[src/rtl/serial_audio_port.sv]
module serial_audio_port #(
  parameter int FRM_W = 3,
  parameter int DLY_W = 2
) (
  input  logic             clk,
  input  logic             rst_n,
  input  logic             bclk,
  input  logic             fsync,
  input  logic [2:0]       tx_wlen,
  input  logic [2:0]       rx_wlen,
  input  logic [FRM_W-1:0] frm_len,
  input  logic [DLY_W-1:0] tx_dly,
  input  logic [DLY_W-1:0] rx_dly,
  input  logic             tx_cpol,
  input  logic             tx_fpol,
  input  logic             rx_cpol,
  input  logic             rx_fpol,
  input  logic             tx_fsig,
  input  logic             tx_en,
  input  logic             rx_en,
  input  logic             tx_wr,
  input  logic [31:0]      tx_wdata,
  output logic             tx_rdy,
  output logic             tx_evt,
  output logic             tx_urun,
  output logic             tx_sd,
  input  logic             rx_sd,
  input  logic             rx_rd,
  output logic [31:0]      rx_data,
  output logic             rx_rdy,
  output logic             rx_evt,
  output logic             rx_ovr
);
  localparam int DW = 32;
  localparam int BW = $clog2(DW);

  function automatic logic [BW:0] wbits(input logic [2:0] c);
    case (c)
      3'd0: return (BW+1)'(8);
      3'd1: return (BW+1)'(12);
      3'd2: return (BW+1)'(16);
      3'd3: return (BW+1)'(20);
      3'd4: return (BW+1)'(24);
      default: return (BW+1)'(32);
    endcase
  endfunction

  logic bclk_q;
  always_ff @(posedge clk) bclk_q <= rst_n ? bclk : 1'b0;

  // transmit side
  logic [BW:0]      tl;
  logic [DLY_W-1:0] td;
  logic             tx_smp, tx_lch, tx_fs;
  logic             t_fsq, t_busy, t_wait, t_full, t_start, t_load;
  logic [DLY_W-1:0] t_dc;
  logic [BW-1:0]    t_bc;
  logic [FRM_W-1:0] t_wc;
  logic [DW-1:0]    t_sh, t_hold;

  assign tl      = wbits(tx_wlen);
  assign td      = (tx_dly == '0) ? DLY_W'(1) : tx_dly;
  assign tx_smp  = ((bclk ^ tx_cpol) & ~(bclk_q ^ tx_cpol));
  assign tx_lch  = (~(bclk ^ tx_cpol) & (bclk_q ^ tx_cpol));
  assign tx_fs   = fsync ^ tx_fpol;
  assign t_start = tx_smp & tx_fs & ~t_fsq & ~(t_busy & tx_fsig);
  assign t_load  = tx_lch & t_busy &
                   ((t_wait & (t_dc == DLY_W'(1))) | (~t_wait & (t_bc == '0) & (t_wc != '0)));
  assign tx_sd   = t_sh[DW-1];
  assign tx_rdy  = ~t_full;

  always_ff @(posedge clk) begin
    if (!rst_n || !tx_en) begin
      t_fsq <= 1'b0; t_busy <= 1'b0; t_wait <= 1'b0; t_full <= 1'b0;
      t_dc <= '0; t_bc <= '0; t_wc <= '0; t_sh <= '0; t_hold <= '0;
      tx_evt <= 1'b0; tx_urun <= 1'b0;
    end else begin
      tx_evt <= t_load;
      if (tx_smp) t_fsq <= tx_fs;
      if (t_start) begin
        t_busy <= 1'b1; t_wait <= 1'b1; t_dc <= td; t_wc <= frm_len; t_sh <= '0;
      end else if (tx_lch && t_busy) begin
        if (t_wait) begin
          if (t_dc == DLY_W'(1)) t_wait <= 1'b0;
          else t_dc <= t_dc - 1'b1;
        end else if (t_bc != '0) begin
          t_sh <= t_sh << 1;
          t_bc <= t_bc - 1'b1;
        end else if (t_wc != '0) begin
          t_wc <= t_wc - 1'b1;
        end else begin
          t_busy <= 1'b0;
          t_sh <= '0;
        end
      end
      if (t_load) begin
        t_sh <= t_full ? (t_hold << (DW - int'(tl))) : '0;
        t_bc <= BW'(tl - 1'b1);
        t_full <= 1'b0;
        if (!t_full) tx_urun <= 1'b1;
      end
      if (tx_wr) begin
        t_hold <= tx_wdata;
        t_full <= 1'b1;
      end
    end
  end

  // receive side
  logic [BW:0]      rl;
  logic [DLY_W-1:0] rd;
  logic             rx_smp, rx_fs;
  logic             r_fsq, r_busy, r_start, r_take, r_done;
  logic [DLY_W-1:0] r_dc;
  logic [BW-1:0]    r_bc;
  logic [FRM_W-1:0] r_wc;
  logic [DW-1:0]    r_sh, r_nsh, r_mask;

  assign rl      = wbits(rx_wlen);
  assign rd      = (rx_dly == '0) ? DLY_W'(1) : rx_dly;
  assign rx_smp  = ((bclk ^ rx_cpol) & ~(bclk_q ^ rx_cpol));
  assign rx_fs   = fsync ^ rx_fpol;
  assign r_start = rx_smp & rx_fs & ~r_fsq;
  assign r_take  = rx_smp & r_busy & ~r_start & (r_dc == '0);
  assign r_done  = r_take & (r_bc == BW'(rl - 1'b1));
  assign r_nsh   = {r_sh[DW-2:0], rx_sd};
  assign r_mask  = ~({DW{1'b1}} << rl);

  always_ff @(posedge clk) begin
    if (!rst_n || !rx_en) begin
      r_fsq <= 1'b0; r_busy <= 1'b0; r_dc <= '0; r_bc <= '0; r_wc <= '0;
      r_sh <= '0; rx_data <= '0; rx_rdy <= 1'b0; rx_evt <= 1'b0; rx_ovr <= 1'b0;
    end else begin
      rx_evt <= r_done;
      if (rx_smp) r_fsq <= rx_fs;
      if (r_start) begin
        r_busy <= 1'b1; r_dc <= rd - 1'b1; r_bc <= '0; r_wc <= '0;
      end else if (rx_smp && r_busy) begin
        if (r_dc != '0) r_dc <= r_dc - 1'b1;
        else begin
          r_sh <= r_nsh;
          if (r_done) begin
            r_bc <= '0;
            if (r_wc == frm_len) r_busy <= 1'b0;
            else r_wc <= r_wc + 1'b1;
          end else r_bc <= r_bc + 1'b1;
        end
      end
      if (rx_rd) rx_rdy <= 1'b0;
      if (r_done) begin
        rx_data <= r_nsh & r_mask;
        rx_rdy <= 1'b1;
        if (rx_rdy && !rx_rd) rx_ovr <= 1'b1;
      end
    end
  end

  p_tx_quiet_r9: assert property (@(posedge clk) disable iff (!rst_n)
    !tx_en |=> (!tx_sd && !tx_evt && tx_rdy && !tx_urun));
  p_rx_quiet_r9: assert property (@(posedge clk) disable iff (!rst_n)
    !rx_en |=> (!rx_evt && !rx_rdy && !rx_ovr));
  p_evt_rdy_r5: assert property (@(posedge clk) disable iff (!rst_n)
    rx_evt |-> rx_rdy);
  p_read_clr_r5: assert property (@(posedge clk) disable iff (!rst_n)
    rx_rd |=> (!rx_rdy || rx_evt));
  p_ovr_cause_r6: assert property (@(posedge clk) disable iff (!rst_n)
    $rose(rx_ovr) |-> rx_evt);
  p_urun_cause_r7: assert property (@(posedge clk) disable iff (!rst_n)
    $rose(tx_urun) |-> tx_evt);
  p_evt_pulse_r7: assert property (@(posedge clk) disable iff (!rst_n)
    tx_evt |=> !tx_evt);
endmodule

[config.mk]
export PLATFORM = sky130hd
export DESIGN_NAME = serial_audio_port
export DESIGN_NICKNAME = d
export VERILOG_FILES = /design/src/rtl/serial_audio_port.sv
export SDC_FILE = /design/constraint.sdc
export NUM_CORES = 1
export LEC_CHECK = 0
export BUFFER_PORTS_ARGS = -buffer_cell sky130_fd_sc_hd__clkbuf_2
export CAP_MARGIN = 20
export CORE_ASPECT_RATIO = 0.75
export CORE_MARGIN = 3
export CORE_UTILIZATION = 34
export DETAILED_ROUTE_END_ITERATION = 10
export PLACE_DENSITY = 0.6
export SLEW_MARGIN = 20
export SYNTH_ARGS = -nofsm -noshare
export SYNTH_HDL_FRONTEND = slang
export SYNTH_SLANG_ARGS = --single-unit
[constraint.sdc]
create_clock -name clk -period 4.02 [get_ports clk]
set_input_delay 0.804 -clock clk [delete_from_list [all_inputs] [get_ports clk]]
set_output_delay 0.804 -clock clk [all_outputs]
set_load 0.02 [all_outputs]
==> results_dict.tcl, run 1 <==
set metrics [dict create \
    maxSlewHeadroom_pct 27.0 \
    nets 1001 \
    route.detailed.drc 0 \
    hp-class "register to register" \
    ys_ff_latch 159 \
    rsz0062_at_grt "no" \
    cts_made_buffers 17 \
    arrival_ns 3.32 \
    drv_slew 0 \
    cap_viol_max_count 0 \
    synth_cell_type_count 58 \
    drive_gt1_share_pct 17.1 \
    vias 6398 \
    finalHoldViolCount 0 \
    hold_ws_ns 0.450 \
    netlist_area_um2 7380 \
    io_pins 98 \
    regArea_um2 3180 \
    dr.pass1.iters 5 \
    vdd_drop_max_v 0.000271 \
    power_density_nw_per_um2 400 \
    clock_path_buffers 2 \
    wire_per_inst_um 15.7 \
    fp-row-count 46 \
    layout_min_cycle_time_ns 2.97 \
    clk_root_buffer_cell "clkbuf_16" \
    worstPathRequired_ns 4.37 \
    fin_crit_sh_pct 73.8 \
    viasPerCell 5.19 \
    crit_fanout 12 \
    grt_use_total_pct 16.4 \
    core_area_um2 21200 \
    place_hpwl_mm 13.3 \
    io_buffers 97 \
    postRouteAntennaNets 0 \
    critPathLaunchType "input pin" \
    die_x_um 176 \
    holdBufCountCts 0 \
    start_util_pct 34.8 \
    mostFrequentLayoutCell "dfxtp_1" \
    post_cts_resized 0 \
    fmax_mhz 337 \
    cts_setup_buffers 0 \
    syn_area_per_cell_um2 8.52 \
    drt_wl_total_mm 19.3 \
    syn_inst 866 \
    skew_ns 0.0103 \
    multi_input_area_um2 3930 \
    mostFrequentLayoutCells "159 x dfxtp_1, 111 x nor2_1, 97 x clkbuf_2" \
    async_flop_share_pct 0 \
    tightestPinTransition_ns 1.09 \
    filler_cell_count 2144 \
    dieArea_um2 23500 \
    place.gp.congestion 0.875 \
    cts_sinks 159 \
    ys_warn_count 0 \
    setup_viol 0 \
    area_delta_synth_final_pct 17.6 \
    synth_enable_flop_cells 0 \
    grt_pass1_vias 5831 \
    max_stage_delay_ns 0.65 \
    antenna_found_initial 0 \
    path_class "input pin to register" \
    synth_nets 934 \
    grt-ovfl-total 0 \
    grt_max_degree 62 \
    grt_pass1_wl_mm 31.1 \
    clk_latency_ns 0.43 \
    diodes 0 \
    crit_chain "clkbuf_2 > mux2i_1 > inv_1 > ha_1 > xor2_1 > o211ai_1 > nand4bb_1 > or4_1 > a21oi_1" \
    yosysSeqAreaShare_pct 43.1 \
    p_leak_nw 3.58 \
    outcome "finished clean" \
    clk_pin_slew_ns 0.06 \
    slowest_stage "or4_1" \
    die_h_um 134 \
    end_kind "register" \
    cts_tree "built" \
    synth_ff_type "dfxtp_1" \
    drt_iter0_markers 538 \
    fin_tns_setup_ns 0 \
    htreeDepth 4 \
]
-- routing by layer --
layer / up-vias / share of wire [%] / global-route usage, %
met3: 30 / 5.5 / 3.87
met1: 2970 / 53 / 24.9
li1: 3220 / - / -
met4: 0 / 1.8 / 6.07
met5: - / 0 / 0
met2: 178 / 40 / 22.1
-- final cells by class --
type                            instances  area share [%]
Sequential cell                       159            36.7
Clock inverter                         13            1.50
Tap cell                              288            4.15
Timing Repair Buffer                  111            6.95
Clock buffer                           18            5.06
Inverter                               11           0.476
Multi-Input combinational cell        633            45.2
-- path summary, 6_finish.rpt --
kind                            start                        to  slack [ns]  depth (start not counted)
min          rx_data[30]$_SDFFE_PP0P_  rx_data[30]$_SDFFE_PP0P_        0.45                          2
max                        rx_wlen[2]      r_wc[2]$_SDFFE_PP0P_        1.05                          9
max reg2reg      t_wc[0]$_SDFFE_PP0P_      t_bc[4]$_SDFFE_PP0P_        1.32                         12
min reg2reg  rx_data[30]$_SDFFE_PP0P_  rx_data[30]$_SDFFE_PP0P_        0.45                          2
-- cells by family after synthesis --
kind of cell,Yosys count,share of synthesized area [%]
simple gates,292,17.9
compound gates,225,19.1
flops,159,43.1
mux,89,12.2
buf+inv,74,3.98
xor+xnor,18,2.14
fa+ha+maj,9,1.53
-- flip-flops by register name (all words and copies together) (netlist names), 2 cells and up --
signal	flops
t_dc	2
t_hold	32
t_sh	32
t_wc	3
r_wc	3
rx_data	32
r_bc	5
t_bc	5
r_sh	31
r_dc	2
-- stage by stage --
stage	worst slack (ns)	cells	power, mW	util [%]	instance area, um^2
after floorplan	1.13	866	1.84	-	7380
final	1.05	1233	3.47	40.9	8680
after global routing	0.797	1233	3.62	40.9	8680
after global placement	0.733	1202	1.93	38.2	8110
after detailed placement	0.594	1202	1.93	38.2	8110
after CTS	1.03	1233	3.51	40.9	8680
-- where the power goes --
part,internal (mW),switching (mW),leakage (nW)
logic,0.105,0.164,2.02
registers,1.60,0.0266,1.29
clock network,0.879,0.699,0.272
total,2.58,0.889,3.58
-- cell usage after synthesis, types with 10 or more instances --
library cell  number  area (um^2)
clkbuf_1          47          176
o21ai_0           56          280
inv_1             11         41.3
nor3_1            11         55.1
buf_2             12         60.1
nand3_1           33          165
dfxtp_1          159         3180
nor2_1           111          417
nand2_1           86          323
a21oi_1           82          410
mux2i_1           79          791
nor2b_1           13         81.3
a221oi_1          22          193
xnor2_1           11         96.3
mux2_2            10          113
-- worst max-delay path, delay by kind of cell --
kind,cells,cell delay [ns]
AOI/OAI and AO/OA,2,0.30
buffers and inverters,2,0.24
xor gates and xnor gates,1,0.17
and+or+nand+nor,2,1.27
adders and majority gates,1,0.29
muxes,1,0.22
Power figures use the tool's default switching activity.
==> run 2, diff against run 1 <==
- ABC_AREA: unset -> 1
- clock period: 4.02 -> 3 ns (I/O delays scaled with it)
==> run 2 against run 1 <==
Sequential share of layout area grew 0.19 points; synthesized area grew 0.19%; via count grew 7.4%; final cell count grew 15%; first-iteration DRC count shrank 3.0%; global-route usage shrank 0.65 points; clock power grew 37%; count of clock-buffer cells in the layout is the same; die area grew 0.18%; clock skew grew 0.0031 ns; largest power group unchanged; highest routed layer unchanged.
==> results_dict.tcl, run 2 <==
set metrics [dict create \
    area_delta_synth_final_pct 16.8 \
    netlist_area_um2 7390 \
    fp-row-count 46 \
    vdd_drop_max_v 0.000324 \
    syn_area_per_cell_um2 7.08 \
    io_buffers 97 \
    rsz0062_at_grt "no" \
    postRouteAntennaNets 0 \
    drive_gt1_share_pct 15.9 \
    cts_sinks 159 \
    fin_tns_setup_ns 0 \
    dr.pass1.iters 5 \
    synth_nets 1113 \
    end_kind "register" \
    diodes 0 \
    clk_root_buffer_cell "clkbuf_16" \
    ys_ff_latch 159 \
    synthTopCellsByArea "dfxtp_1 43%, nand2_1 13%, a21oi_1 8.9%" \
    clk_latency_ns 0.43 \
    io_pins 98 \
    hp-class "input pin to register" \
    synth_ff_type "dfxtp_1" \
    place_hpwl_mm 12.9 \
    dieArea_um2 23600 \
    arrival_ns 2.55 \
    drt_iter0_markers 522 \
    post_cts_resized 0 \
    synth_cell_type_count 41 \
    yosys-top-cells-count "264 x nand2_1, 159 x dfxtp_1, 131 x a21oi_1, 117 x o21ai_0, 77 x inv_1" \
    start_util_pct 34.8 \
    path_class "input pin to register" \
    clock_path_buffers 2 \
    tightestPinTransition_ns 0.550 \
    drt_wl_total_mm 18.1 \
    yosysTopAreaCellShare_pct 43.0 \
    maxSlewHeadroom_pct 63.0 \
    place.gp.congestion 0.837 \
    nets 1185 \
    largestRegisters "rx_data: 32 flops, t_hold: 32 flops, t_sh: 32 flops" \
    vias 6873 \
    finalHoldViolCount 0 \
    drv_slew 0 \
    die_h_um 134 \
    yosysSeqAreaShare_pct 43.0 \
    grt_pass1_vias 6363 \
    mostFrequentLayoutCell "nand2_1" \
    antenna_found_initial 0 \
    worstPathRequired_ns 3.36 \
    grt-ovfl-total 0 \
    wire_per_inst_um 12.7 \
    fmax_mhz 455 \
    viasPerCell 4.85 \
    yosysMostFrequentCell "nand2_1" \
    cts_setup_buffers 0 \
    grt_pass1_wl_mm 30.9 \
    synth_top_cell_by_area "dfxtp_1" \
    setup_viol 0 \
    skew_ns 0.0134 \
    grt_max_degree 65 \
    hold_ws_ns 0.396 \
    clk_pin_slew_ns 0.07 \
    grt_use_total_pct 15.7 \
    fin_crit_sh_pct 73.2 \
    mostFrequentLayoutCells "263 x nand2_1, 159 x dfxtp_1, 131 x a21oi_1" \
    htreeDepth 4 \
    crit_fanout 5 \
    cts_made_buffers 17 \
    critPathLaunchType "input pin" \
    layout_min_cycle_time_ns 2.20 \
    cap_viol_max_count 0 \
    holdBufCountCts 0 \
    power_density_nw_per_um2 546 \
    syn_inst 1045 \
    ys_warn_count 0 \
    die_x_um 176 \
    route.detailed.drc 0 \
    core_area_um2 21200 \
    outcome "finished clean" \
    cts_tree "built" \
    async_flop_share_pct 0 \
    synth_enable_flop_cells 0 \
    p_leak_nw 3.49 \
]
run 2: final timing paths:
| check | from | to | slack [ns] | depth (start not counted) |
|---|---|---|---|---|
| hold / removal | rst_n | bclk_q$_SDFF_PN0_ | 0.40 | 3 |
| setup / recovery | rx_wlen[0] | rx_data[0]$_SDFFE_PP0P_ | 0.80 | 13 |
| setup reg to reg | t_wc[0]$_SDFFE_PP0P_ | t_sh[31]$_SDFFE_PP0P_ | 0.84 | 11 |
| hold reg to reg | t_sh[25]$_SDFFE_PP0P_ | t_sh[26]$_SDFFE_PP0P_ | 0.46 | 2 |
run 2: critical path: stages:
cell      delay (ns)
clkbuf_2        0.10
nor2_1          0.16
nor2_1          0.08
nor2_1          0.14
inv_1           0.06
ha_1            0.30
xor2_1          0.13
nand3_1         0.10
nor2_2          0.16
inv_1           0.12
a21oi_1         0.34
nand3_1         0.12
a21oi_1         0.15
run 2: cell type report:
type,instances,area [um^2]
clock buffer,18,439
clock inverter,13,143
fill,2240,12600
inverter,85,320
multi-input combinational,744,3610
sequential,159,3180
tap,288,360
timing repair buffer,110,583
run 2: logic make-up (layout without fill, tap and decap cells):
kind of cell | Yosys count | in the layout | synth area share (%)
and+or+nand+nor | 428 | 428 | 24.6
adders and majority gates | 9 | 9 | 1.52
buffers and inverters | 142 | 226 | 8.16
DFF | 159 | 159 | 43.0
AOI/OAI and AO/OA | 296 | 296 | 21.3
muxes | 3 | 3 | 0.406
xor gates and xnor gates | 8 | 8 | 0.948
run 2: power breakdown:
part	leakage (nW)	total [mW]	internal (mW)	switching, mW
clock network	0.281	2.16	1.19	0.962
logic	1.92	0.387	0.125	0.261
registers	1.29	2.17	2.15	0.0214
total	3.49	4.71	3.47	1.24
run 2: metrics by stage:
stage               setup WS, ns  cell area [um^2]  cells  power, mW  utilization (%)
floorplan                  0.742              7390   1045       2.48                -
global placement           0.396              8060   1386       2.60             37.9
detailed placement         0.393              8060   1386       2.60             37.9
CTS                        0.835              8640   1417       4.77             40.7
global route               0.572              8640   1417       4.92             40.7
finish                     0.804              8640   1417       4.71             40.7
run 2: metal layers:
layer	GRT usage [%]	up-vias	wire (um)
li1	-	3576	-
met2	23.1	163	7590
met5	0	-	0
met4	3.74	0	157
met3	3.79	17	1050
met1	23.1	3117	9260
==> run 3, diff against run 2 <==
- ABC_AREA: 1 -> 0
- clock period: 3 -> 2.3 ns (I/O delays scaled with it)
==> run 3 against run 2 <==
Sequential power up 31%; clock power up 29%; flip-flop and latch count unchanged; critical path type is now register to register; non-clock buffer count up 51; combinational power up 41%; utilization up 2.7 points.
==> results_dict.tcl, run 3 (synthesis results as in run 1) <==
set metrics [dict create \
    outcome "finished clean" \
    fp-row-count 46 \
    worstPathRequired_ns 2.66 \
    cap_viol_max_count 0 \
    dieArea_um2 23500 \
    finalHoldViolCount 0 \
    clk_pin_slew_ns 0.07 \
    htreeDepth 4 \
    diodes 0 \
    mostFrequentLayoutCell "dfxtp_1" \
    p_int_mw 4.56 \
    drt_iter0_markers 603 \
    nets 1051 \
    critPathLaunchType "register" \
    cts_made_buffers 17 \
    fin_tns_setup_ns 0 \
    utilization_pct 43.4 \
    grt_pass1_vias 5946 \
    setup_slack_ns 0.131 \
    tightestPinTransition_ns 0.612 \
    core_area_um2 21200 \
    fmax_mhz 461 \
    crit_fanout 3 \
    seqPwrFrac_pct 46.1 \
    viasPerCell 5.16 \
    place_hpwl_mm 14.1 \
    clk_root_buffer_cell "clkbuf_16" \
    power_density_nw_per_um2 669 \
    largestRegisters "rx_data: 32 flops, t_hold: 32 flops, t_sh: 32 flops" \
    hp-class "input pin to register" \
    dr.pass1.iters 5 \
    clk_latency_ns 0.43 \
    cts_tree "built" \
    grt-ovfl-total 0 \
    finalPower_mw 6.16 \
    post-place-ws_ns -0.213 \
    switching_share_pct 26.0 \
    vias 6624 \
    drive_gt1_share_pct 22.2 \
    drt_wl_total_mm 19.9 \
    setup_viol 0 \
    die_h_um 134 \
    grt_use_total_pct 17.1 \
    wire_per_inst_um 15.5 \
    arrival_ns 2.53 \
    place.gp.congestion 0.863 \
    p_sw_mw 1.60 \
    antenna_found_initial 0 \
    end_kind "register" \
    vdd_drop_max_v 0.000432 \
    drv_slew 0 \
    fin_crit_sh_pct 94.3 \
    start_util_pct 34.8 \
    maxSlewHeadroom_pct 59.2 \
    p_clk_share_pct 45.1 \
    grt_max_degree 71 \
    die_x_um 176 \
    grt_pass1_wl_mm 32.4 \
    io_buffers 97 \
    io_pins 98 \
    clock_path_buffers 2 \
    layout_min_cycle_time_ns 2.17 \
    postRouteAntennaNets 0 \
    area_delta_synth_final_pct 24.8 \
    p_comb_share_pct 8.8 \
    cts_sinks 159 \
    skew_ns 0.0166 \
    route.detailed.drc 0 \
    mostFrequentLayoutCells "158 x dfxtp_1, 111 x nor2_1, 97 x clkbuf_2" \
    p_leak_nw 3.86 \
    path_class "register to register" \
]
[run 3: cell types whose count changed in the layout (fill, tap and decap cells not counted), moves of 13 or more]
| cell | change |
|---|---|
| a21oi_1 | -50 |
| a221oi_1 | +22 |
| buf_4 | +43 |
| inv_1 | -66 |
| mux2i_1 | +76 |
| nand2_1 | -180 |
| nand3_1 | -27 |
| nor2_1 | +38 |
| nor2b_1 | +13 |
| o21ai_0 | -62 |
[run 3: cell type report]
type	count	area, um^2
fill	2077	12000
multi-input combinational	633	3980
sequential	159	3180
timing repair buffer	161	1070
clock buffer	17	425
tap	288	360
clock inverter	14	154
inverter	11	41.3
[run 3: what timing repair did]
item	in CTS	in global routing
hold buffers	0	0
setup buffers	0	2
endpoints found under the setup margin	0	1
resized for setup	0	7
[run 3: worst paths after layout]
path / start / end / slack, ns / depth (start not counted)
worst max-delay path: t_wc[0]$_SDFFE_PP0P_ / t_bc[4]$_SDFFE_PP0P_ / 0.13 / 12
worst min-delay path: tx_wdata[0] / t_hold[0]$_SDFFE_PP0P_ / 0.26 / 3
worst min register to register: rx_data[31]$_SDFFE_PP0P_ / rx_data[31]$_SDFFE_PP0P_ / 0.45 / 2
worst max register to register: t_wc[0]$_SDFFE_PP0P_ / t_bc[4]$_SDFFE_PP0P_ / 0.13 / 12
[run 3: critical path, cell delays in order, from the launching register on]
cell     delay, ns
dfxtp_2       0.34
inv_1         0.04
ha_1          0.21
ha_4          0.18
nor3_2        0.17
a21oi_2       0.08
or2_4         0.27
nand2_2       0.09
ha_4          0.14
nor3b_2       0.14
nand4_1       0.11
xor2_1        0.20
a21oi_1       0.13
[run 3: power groups by stage]
stage | Sequential (mW) | Clock (mW) | Combinational (mW)
6_report | 2.84 | 2.78 | 0.544
3_3_place_gp | 2.90 | 0 | 0.535
2_1_floorplan | 2.88 | 0 | 0.327
3_5_place_dp | 2.90 | 0 | 0.538
4_1_cts | 2.84 | 2.87 | 0.541
5_1_grt | 2.84 | 2.98 | 0.602
[run 3: through the flow]
step / instance area, um^2 / hold slack (ns) / instances
6_report: 9210 / 0.261 / 1283
3_3_place_gp: 8590 / 0.442 / 1250
2_1_floorplan: 7420 / 0.427 / 866
4_1_cts: 9170 / 0.244 / 1281
3_5_place_dp: 8590 / 0.447 / 1250
5_1_grt: 9210 / 0.261 / 1283
[run 3: routing by layer]
metal | vias up | global-route usage (%) | routed length [um]
met5 | - | 0 | 0
met4 | 0 | 4.44 | 154
met3 | 12 | 3.62 | 1100
met2 | 179 | 23.5 | 8240
met1 | 3114 | 26.6 | 10400
li1 | 3319 | - | -
